## config.mk

```make
export PLATFORM = sky130hd
export DESIGN_NAME = raw_interlock
export DESIGN_NICKNAME = d
export VERILOG_FILES = /design/src/rtl/hz_pkg.sv /design/src/rtl/hz_stage_track.sv /design/src/rtl/hz_src_cmp.sv /design/src/rtl/hz_issue.sv /design/src/rtl/raw_interlock.sv
export SDC_FILE = /design/constraint.sdc
export NUM_CORES = 1
export LEC_CHECK = 0
export BUFFER_PORTS_ARGS = -buffer_cell sky130_fd_sc_hd__buf_4
export CAP_MARGIN = 20
export CORE_ASPECT_RATIO = 1.5
export CORE_MARGIN = 2
export CORE_UTILIZATION = 52
export DETAILED_ROUTE_END_ITERATION = 12
export GPL_TIMING_DRIVEN = 0
export PLACE_DENSITY = 0.77
export SLEW_MARGIN = 10
export SYNTH_ARGS = -nofsm -noshare
export SYNTH_HDL_FRONTEND = slang
export SYNTH_SLANG_ARGS = --single-unit
```

## constraint.sdc

```tcl
create_clock -name clk -period 3.65 [get_ports clk]
set_input_delay 1.095 -clock clk [delete_from_list [all_inputs] [get_ports clk]]
set_output_delay 1.095 -clock clk [all_outputs]
set_load 0.005 [all_outputs]
```

## src/rtl/hz_pkg.sv

```systemverilog
package hz_pkg;

    // Register-field width of the register file
    localparam int RF_AW = 5;

    // One tracked downstream stage: does it hold an instruction that will write RF[dest]
    typedef struct packed {
        logic             valid;
        logic             wr;
        logic [RF_AW-1:0] dest;
    } stage_tag_t;

    localparam stage_tag_t EMPTY_TAG = '{valid: 1'b0, wr: 1'b0, dest: '0};

    // A source counts only for a valid instruction that reads it and when it is not register 0
    function automatic logic src_live(input logic vld, input logic use_flag,
                                      input logic [RF_AW-1:0] src);
        return vld && use_flag && (src != '0);
    endfunction

    // A stage can block a consumer only when it holds a real register writer
    function automatic logic tag_writes(input stage_tag_t t, input logic [RF_AW-1:0] src);
        return t.valid && t.wr && (t.dest == src);
    endfunction

endpackage

```

## src/rtl/hz_stage_track.sv

```systemverilog
module hz_stage_track
    import hz_pkg::*;
#(
    parameter int DEPTH = 3
) (
    input  logic                   clk,
    input  logic                   rst,
    input  stage_tag_t             entry,
    output stage_tag_t [DEPTH-1:0] stg
);

    // stg[0] = execute, stg[DEPTH-1] = writeback; shifts on every clock
    always_ff @(posedge clk) begin
        if (rst) begin
            for (int k = 0; k < DEPTH; k++) begin
                stg[k] <= EMPTY_TAG;
            end
        end else begin
            stg[0] <= entry;
            for (int k = 1; k < DEPTH; k++) begin
                stg[k] <= stg[k-1];
            end
        end
    end

endmodule

```

## src/rtl/hz_src_cmp.sv

```systemverilog
module hz_src_cmp
    import hz_pkg::*;
#(
    parameter int DEPTH = 3
) (
    input  logic                   live,
    input  logic [RF_AW-1:0]       src,
    input  stage_tag_t [DEPTH-1:0] stg,
    output logic [DEPTH-1:0]       hit
);

    for (genvar k = 0; k < DEPTH; k++) begin : g_stage
        assign hit[k] = live && tag_writes(stg[k], src);
    end

endmodule

```

## src/rtl/hz_issue.sv

```systemverilog
module hz_issue
    import hz_pkg::*;
(
    input  logic             stall,
    input  logic             id_valid,
    input  logic [RF_AW-1:0] id_dest,
    input  logic             id_wr,
    output stage_tag_t       entry,
    output logic             pc_we,
    output logic             fd_we,
    output logic             ex_bubble
);

    always_comb begin
        if (stall) begin
            entry = EMPTY_TAG;
        end else begin
            entry.valid = id_valid;
            entry.wr    = id_valid && id_wr;
            entry.dest  = id_dest;
        end
        pc_we     = !stall;
        fd_we     = !stall;
        ex_bubble = stall;
    end

endmodule

```

## src/rtl/raw_interlock.sv

```systemverilog
module raw_interlock
    import hz_pkg::*;
#(
    parameter int DEPTH = 3
) (
    input  logic             clk,
    input  logic             rst,
    input  logic             id_valid,
    input  logic [RF_AW-1:0] id_src_a,
    input  logic             id_use_a,
    input  logic [RF_AW-1:0] id_src_b,
    input  logic             id_use_b,
    input  logic [RF_AW-1:0] id_dest,
    input  logic             id_wr,
    output logic             pc_we,
    output logic             fd_we,
    output logic             ex_bubble
);

    localparam int NSRC = 2;

    stage_tag_t [DEPTH-1:0] stg;
    stage_tag_t             entry;
    logic [NSRC-1:0][RF_AW-1:0] srcs;
    logic [NSRC-1:0]        live;
    logic [NSRC-1:0][DEPTH-1:0] hits;
    logic                   stall;

    // Flattened stage view for the checker
    logic [DEPTH-1:0]            stg_valid;
    logic [DEPTH-1:0]            stg_wr;
    logic [DEPTH-1:0][RF_AW-1:0] stg_dest;

    assign srcs[0] = id_src_a;
    assign srcs[1] = id_src_b;
    assign live[0] = src_live(id_valid, id_use_a, id_src_a);
    assign live[1] = src_live(id_valid, id_use_b, id_src_b);

    hz_stage_track #(.DEPTH(DEPTH)) u_track (
        .clk   (clk),
        .rst   (rst),
        .entry (entry),
        .stg   (stg)
    );

    for (genvar s = 0; s < NSRC; s++) begin : g_src
        hz_src_cmp #(.DEPTH(DEPTH)) u_cmp (
            .live (live[s]),
            .src  (srcs[s]),
            .stg  (stg),
            .hit  (hits[s])
        );
    end

    assign stall = |hits;

    hz_issue u_issue (
        .stall     (stall),
        .id_valid  (id_valid),
        .id_dest   (id_dest),
        .id_wr     (id_wr),
        .entry     (entry),
        .pc_we     (pc_we),
        .fd_we     (fd_we),
        .ex_bubble (ex_bubble)
    );

    for (genvar k = 0; k < DEPTH; k++) begin : g_flat
        assign stg_valid[k] = stg[k].valid;
        assign stg_wr[k]    = stg[k].wr;
        assign stg_dest[k]  = stg[k].dest;
    end

endmodule

```

==> Word-level counts from Yosys, hierarchy flattened <==
Index checks and enable logic that the tools add are counted.
{ "classes": {"n_addsub": 0, "mul": 0, "n_div": 0, "order_cmp": 0, "n_eq_ne": 6, "shifts": 0, "muxes": 0, "bitwise_logic": 0, "reduce_logical": 25} }
{ "op_table": {"columns": ["op", "n"], "rows": [
  ["5-bit == test", 6],
  ["1-bit logical AND", 20],
  ["5-bit nonzero test", 2],
  ["7-bit OR reduction", 1],
  ["6-bit OR reduction", 1],
  ["1-bit logical NOT", 1]
]} }
{ "totals": {"ff_bits": 21, "latchBits": 0, "ram_bits": 0, "romBits": 0, "inputBits": 21, "out_inout_bits": 3, "wordCells": 40, "n_memories": 0} }

==> Longest topological paths before layout <==
Gate-level depths: netlist of run 1.
{ "logic_depth": {"depth_word": 5, "ltp_mapped": 7} }

==> Cells and area by module <==
Synthesis of run 1 repeated with hierarchy kept, for this count alone.
{ "hier_totals": {"cells_unflattened": 109, "area_unflattened_um2": 1142.3} }
{ "modules_own_cells": {"columns": ["module", "n_inst", "cells_per_inst", "area_per_inst_um2"], "rows": [
  ["hz_stage_track", 1, 44, 624.3],
  ["hz_src_cmp", 2, 24, 195.2],
  ["hz_issue", 1, 10, 81.3],
  ["raw_interlock", 1, 7, 46.3]
]} }

==> Least setup slack after synthesis of run 1 <==
OpenSTA, ideal clock, no wires.
{ "synth_timing": {"path_kind": "input to output", "from": "in id_src_a[4]", "to": "out pc_we", "arrival_ns": 2.327, "slack_ns": 0.228, "cell_stages": 7, "n_path_buf": 1, "cell_sequence": "xor2_1 > nor4_2 > nand4_1 > and3_4 > o22ai_4 > inv_2 > buf_4"} }
{ "synth_via": {"elab_chain_cells": 5, "word_cells_on_any_way": 13} }
{ "synth_lines": {"columns": ["item", "line", "text"], "rows": [
  ["start: declaration", "raw_interlock.sv:9", "input logic [RF_AW-1:0] id_src_a,"],
  ["5-bit == test or 5-bit nonzero test (tied branches)", "hz_pkg.sv:23, hz_pkg.sv:18", null],
  ["1-bit logical AND, on equally long branches", "hz_pkg.sv:23, hz_pkg.sv:18", null],
  ["1-bit logical AND", "hz_src_cmp.sv:13", "assign hit[k] = live && tag_writes(stg[k], src);"],
  ["6-bit OR reduction (*)", "raw_interlock.sv:55", "assign stall = |hits;"],
  ["named net ex_bubble", "raw_interlock.sv:17", "output logic ex_bubble"],
  ["1-bit logical NOT (*)", null, null],
  ["end: declaration", "raw_interlock.sv:15", "output logic pc_we,"]
]} }
Mark *: on every way through the listed nets, which the timed path passes. The rest lies on a longest branch.

==> Worst setup path after layout of run 1 <==
{ "layout_timing": {"from": "in id_src_a[0]", "to": "out ex_bubble"} }
{ "layout_via": {"elab_chain_cells": 4, "word_cells_on_any_way": 12} }
{ "layout_lines": {"columns": ["item", "line"], "rows": [
  ["5-bit == test or 5-bit nonzero test (tied branches)", "hz_pkg.sv:23, hz_pkg.sv:18"],
  ["1-bit logical AND, on equally long branches", "hz_pkg.sv:23, hz_pkg.sv:18"],
  ["1-bit logical AND", "hz_src_cmp.sv:13"],
  ["6-bit OR reduction (*)", "raw_interlock.sv:55"],
  ["end: declaration", "raw_interlock.sv:17"]
]} }
Mark *: on every way between the ends. The rest lies on a longest branch, timed or not.

==> results of run 1 <==
[cells by family after synthesis]
| logic type | Yosys count | synth area share, % |
|---|---|---|
| buffers and inverters | 4 | 1.800 |
| DFF | 21 | 40.34 |
| AOI/OAI and AO/OA | 3 | 4.321 |
| xor gates and xnor gates | 30 | 25.21 |
| and+or+nand+nor | 38 | 28.33 |
[repair_timing]
item,4_1_cts,5_1_grt
gates resized for setup,1,6
endpoints found under the setup margin,3,2
buffers inserted,3,0
hold endpoints to repair,0,0
pin swaps,1,7
[final cells by class]
class / instances / area (um2)
multi-input cells: 71 / 638.1
well taps: 21 / 26.28
fillers: 147 / 529.3
repair buffers: 26 / 202.7
plain buffers: 2 / 7.507
inverters: 1 / 3.754
flip-flops and latches: 21 / 420.4
clock buffers: 4 / 26.28
[cell usage in the layout, fill, tap and decap left out]
cell type   n
and3_4      2
buf_1       1
buf_4      24
buf_6       2
clkbuf_1    2
clkbuf_4    3
dfxtp_1    21
inv_2       1
nand2_1     1
nand4_1     6
nor2b_1    14
nor3_2      1
nor3b_2     6
nor4_1      3
nor4_2      3
o211ai_2    2
o22ai_4     1
or4_1       2
xnor2_1     6
xor2_1     21
xor2_2      3
[final timing paths]
check             startpoint               to  slack [ns]
max              id_src_a[0]        ex_bubble        0.11
min          u_track.stg[12]  u_track.stg[19]        0.49
max reg2reg   u_track.stg[9]   u_track.stg[6]        1.84
min reg2reg  u_track.stg[12]  u_track.stg[19]        0.49
[report_power, final]
group / internal (W) / total [W] / switching, W
registers: 0.000238 / 0.000247 / 0.00000873
logic: 0.0000384 / 0.0000707 / 0.0000323
clock network: 0.0000426 / 0.000109 / 0.0000664
total: 0.000319 / 0.000427 / 0.000107
[per-stage QoR]
step                utilization, %  cell area [um2]
floorplan                        -             1042
global placement             66.94             1241
detailed placement           66.94             1241
CTS                          69.91             1296
global route                 71.46             1325
finish                       71.46             1325
[layer usage]
metal	track usage, %	share of wire [%]	routed length (um)	vias up
li1	-	-	-	384
met1	24.04	41	874	360
met2	36.28	52	1124	29
met3	2.264	4.8	103	4
met4	11.43	2.0	42	0
met5	0	0	0	-
==> impl_metrics.yaml, run 1 <==
run_status:
  status: "finished clean"
timing:
  fmax_mhz: 282.2
  finalHoldViolCount: 0
  fin_setup_tns_ns: 0
  finClkSkew_ns: 0.003013
  period_needed_ns: 3.544
  setup_slack_ns: 0.1059
  setup_violations: 0
  fin_crit_sh_pct: 97.10
  finalMaxSlewViolations: 0
  slew_headroom_pct: 55.27
  hold_ws_ns: 0.4931
  rsz0062_at_grt: "false"
  worst_slew_pin_slew_ns: 0.6710
global_routing:
  track_usage_pct: 21.20
  antenna_found_initial: 0
  grt_max_degree: 12
  grt_overflow: 0
  grt_pass1_vias: 775
  grt_pass1_wl_mm: 3.374
placement:
  hpwl_mm: 1.663
  dp_slack_ns: -0.2267
  place.gp.congestion: 0.7868
  dp_cells: 140
  io_buffers: 23
power_and_ir_drop:
  ir_drop_v: 0.0002705
  p_per_area_mw_per_mm2: 321.9
  leakage_nw: 0.5523
  finalPower_w: 0.0004265
drt:
  drc_errors: 0
  wirelength_mm: 2.144
  wl_per_cell_um: 14.68
  via_per_inst: 5.322
  via_count: 777
  ant_nets: 0
  first_pass_iters: 4
  drt_iter0_drc: 10
logic_synthesis:
  synth.top_cell.area_share_pct: 40.34
  yosysMostFrequentCell: "xor2_1"
  seq_area_frac_synth_pct: 40.34
  synth_common_cells: "xor2_1 (24), dfxtp_1 (21), nor2b_1 (14)"
  synth_warnings: 0
  synth-edff-count: 0
  syn-num-nets: 117
  synth.area.top_cells: "dfxtp_1 (40%), xor2_1 (20%), nor2b_1 (8.4%)"
  ys_async_sr_fraction_pct: 0
  avgSynthCellArea_um2: 10.86
  synthFlopType: "dfxtp_1"
  syn-cell-area_mm2: 0.001042
  ys_ff_latch: 21
  synth_top_cell_by_area: "dfxtp_1"
  synth.distinct_cells: 18
  postSynthCellCount: 96
layout:
  final_cells: 146
  drive_gt1_share_pct: 38.40
  reg.largest.list: "u_track.stg x21"
  largest_register_ffs: 21
  num-nets-final: 147
  diodes: 0
  regMostFlops: "u_track.stg"
  area_growth_pct: 27.13
critical_path:
  cp.depth: 8
  path_cells: "buf_4 > xor2_1 > nor4_2 > nand4_1 > and3_4 > o22ai_4 > buf_4 > buf_4"
  slowest_delay_ns: 0.28
  cp.required_ns: 2.55
  cp_max_fo: 4
  crit_path_end_kind: "output pin"
  path_buf_inv: 3
  criticalPathCategory: "in -> out"
  worstRegToRegCells: 8
  crit_family: "simple AND/OR/NAND/NOR gates"
  slowest_stage: "nor4_2"
  cp.arrival_ns: 2.45
  cpMostUsedCell: "buf_4"
  start_kind: "input port"
floorplanning:
  start_util_pct: 56.21
  core_mm2: 0.001854
  dieWidth_um: 40.56
  design.portCount: 24
  rows: 19
  die_y_um: 58.83
  dieArea_mm2: 0.002386
worst_hold_path:
  holdPathStages: 1
  hold_path_class: "reg -> reg"
clocking:
  htree_num_levels: 1
  postCtsHoldBufs: 0
  cts_tree: "done"
  cts_root_buf: "clkbuf_4"
  clk_latency_ns: 0.30
  numCtsBuffers: 3
  cts_sinks: 21
  cts_buffer_depth: 2
  clk_pin_slew_ns: 0.11
flow_run:
  max_cap_violations: 0
Power figures use the tool's default switching activity.
==> run 2: changes to the inputs <==
Settings changed: ABC_AREA set to 1, CORE_UTILIZATION 52 to 53.
==> run 2 against run 1 <==
  * Die area up 13%
  * Sequential power about the same
  * Flip-flop and latch count unchanged
  * Synthesized area up 17%
  * Clock skew up 0.0027 ns
  * Global-route usage up 2.8 points
  * Core utilization down 5.9 points
  * Cell area up 9.2%
  * Non-clock buffer count down 3
  * Wire length up 32%
  * Clock-buffer cell count down 1
  * Clock power up 7%
  * Critical endpoint is now pc_we
==> impl_metrics.yaml, run 2 <==
drt:
  via_count: 1291
  drt_iter0_drc: 44
  ant_nets: 0
  wirelength_mm: 2.825
  wl_per_cell_um: 10.70
  via_per_inst: 4.890
  first_pass_iters: 4
  drc_errors: 0
clocking:
  cts_root_buf: "clkbuf_4"
  clk_pin_slew_ns: 0.12
  htree_num_levels: 1
  post_cts_resized: 0
  cts_tree: "done"
  cts_setup_buffers: 0
  postCtsHoldBufs: 0
  numCtsBuffers: 3
  clk_latency_ns: 0.31
  cts_buffer_depth: 2
  cts_sinks: 21
timing:
  slew_headroom_pct: 68.42
  fin_crit_sh_pct: 91.20
  setup_slack_ns: 0.3212
  fin_setup_tns_ns: 0
  setup_violations: 0
  finClkSkew_ns: 0.005692
  rsz0062_at_grt: "false"
  fmax_mhz: 300.4
  worst_slew_pin_slew_ns: 0.4737
  finalHoldViolCount: 0
  finalMaxSlewViolations: 0
  period_needed_ns: 3.329
critical_path:
  path_buf_inv: 4
  start_kind: "input port"
  crit_family: "simple AND/OR/NAND/NOR gates"
  path_cells: "buf_4 > inv_1 > nor2_1 > nor3_1 > nand2_1 > nand2_1 > nand2_1 > nand2_1 > nor2_1 > buf_4 > buf_4"
  cpMostUsedCell: "nand2_1"
  criticalPathCategory: "in -> out"
  crit_path_end_kind: "output pin"
  cp.required_ns: 2.55
  cp_max_fo: 5
  reg2reg_slack_ns: 2.35
  slowest_stage: "nor3_1"
  slowest_delay_ns: 0.29
  cp.arrival_ns: 2.23
global_routing:
  grt_pass1_wl_mm: 4.912
  grt_max_degree: 14
  track_usage_pct: 24.01
  grt_pass1_vias: 1234
  antenna_found_initial: 0
  grt_overflow: 0
logic_synthesis:
  syn-num-nets: 235
  ys_ff_latch: 21
  avgSynthCellArea_um2: 5.677
  seq_area_frac_synth_pct: 34.60
  synth_warnings: 0
  synth.area.top_cells: "dfxtp_1 (35%), nand2_1 (22%), nor2_1 (14%)"
  synthFlopType: "dfxtp_1"
  synth_common_cells: "nand2_1 (70), nor2_1 (46), inv_1 (44)"
  synth.top_cell.area_share_pct: 34.60
  syn-cell-area_mm2: 0.001215
  ys_async_sr_fraction_pct: 0
  synth_top_cell_by_area: "dfxtp_1"
  synth.distinct_cells: 15
  yosysMostFrequentCell: "nand2_1"
  postSynthCellCount: 214
  synth-edff-count: 0
layout:
  mostFrequentLayoutCell: "nand2_1"
  area_growth_pct: 19.05
  regMostFlops: "u_track.stg"
  diodes: 0
  largest_register_ffs: 21
  num-nets-final: 263
  drive_gt1_share_pct: 13.28
  final_cell_mix: "nand2_1 (70), nor2_1 (46), inv_1 (44)"
  reg.largest.list: "u_track.stg x21"
floorplanning:
  dieWidth_um: 43.09
  design.portCount: 24
  rows: 21
  core_mm2: 0.002207
  die_y_um: 62.64
  dieArea_mm2: 0.002699
  start_util_pct: 55.05
run_status:
  status: "finished clean"
power_and_ir_drop:
  leakage_nw: 0.8124
  p_per_area_mw_per_mm2: 302.9
  ir_drop_v: 0.0002856
flow_run:
  max_cap_violations: 0
worst_hold_path:
  hold_path_class: "reg -> reg"
placement:
  hpwl_mm: 2.388
  io_buffers: 23
  place.gp.congestion: 0.9182
  dp_slack_ns: 0.3428
==> run 2: cell count changes after synthesis, moves of 7 or more <==
cell     previous run  this run
nor2_1              0        46
inv_1               0        44
a21oi_1             0         7
nand3_1             0        10
nor2b_1            14         0
xor2_1             24         3
nand2_1             1        70
==> run 2: report_power, final <==
group	internal (W)	switching [W]	leakage, nW
clock	0.0000419	0.0000751	0.0139
combinational	0.0000328	0.0000437	0.626
sequential	0.000238	0.00000647	0.173
total	0.000313	0.000125	0.812
==> run 2: cell families (layout without fill, tap and decap cells) <==
logic type,count (synthesis),in the layout,share of synthesized area [%]
and+or+nand+nor,133,133,43.56
AOI/OAI and AO/OA,9,9,3.707
buffers and inverters,46,73,14.52
DFF,21,21,34.60
xor gates and xnor gates,5,5,3.605
==> run 2: worst register-to-register path, cell delays in order (launching register included) <==
cell,delay (ns)
dfxtp_1,0.37
inv_1,0.07
nand2_1,0.08
nand2_1,0.05
inv_1,0.05
nand2_1,0.05
nor2_1,0.14
nand3_1,0.08
nand2_1,0.10
nor2_2,0.04
nand2_2,0.12
nor2_1,0.05
==> run 2: final timing paths <==
| path | startpoint | end | cells after the start |
|---|---|---|---|
| max | id_src_b[4] | pc_we | 11 |
| min | u_track.stg[6] | u_track.stg[13] | 2 |
| max reg2reg | u_track.stg[8] | u_track.stg[1] | 11 |
| min reg2reg | u_track.stg[6] | u_track.stg[13] | 2 |
==> run 2: layer usage <==
metal | vias to the layer above | track usage, % | wire length, um
met5 | - | 0 | 0
met4 | 0 | 15.91 | 87
met3 | 10 | 2.023 | 109
met2 | 42 | 41.04 | 1521
met1 | 565 | 27.09 | 1108
li1 | 674 | - | -
==> run 2: cell type report <==
class	instances	area [um2]
Multi-Input combinational cell	147	618.1
Tap cell	23	28.78
Fill cell	224	760.7
Timing Repair Buffer	23	172.7
Inverter	44	165.2
Clock inverter	1	7.507
Buffer	2	11.26
Sequential cell	21	420.4
Clock buffer	3	22.52
==> run 2: metrics by stage <==
stage	std cells	hold WS [ns]	util [%]	total power (W)	area [um2]
3_3_place_gp	260	0.4163	64.17	0.0003233	1416
4_1_cts	264	0.4381	65.53	0.0004432	1446
3_5_place_dp	260	0.4203	64.17	0.0003262	1416
6_report	264	0.4346	65.53	0.0004381	1446
5_1_grt	264	0.4560	65.53	0.0004684	1446
2_1_floorplan	214	0.4031	-	0.0002908	1215
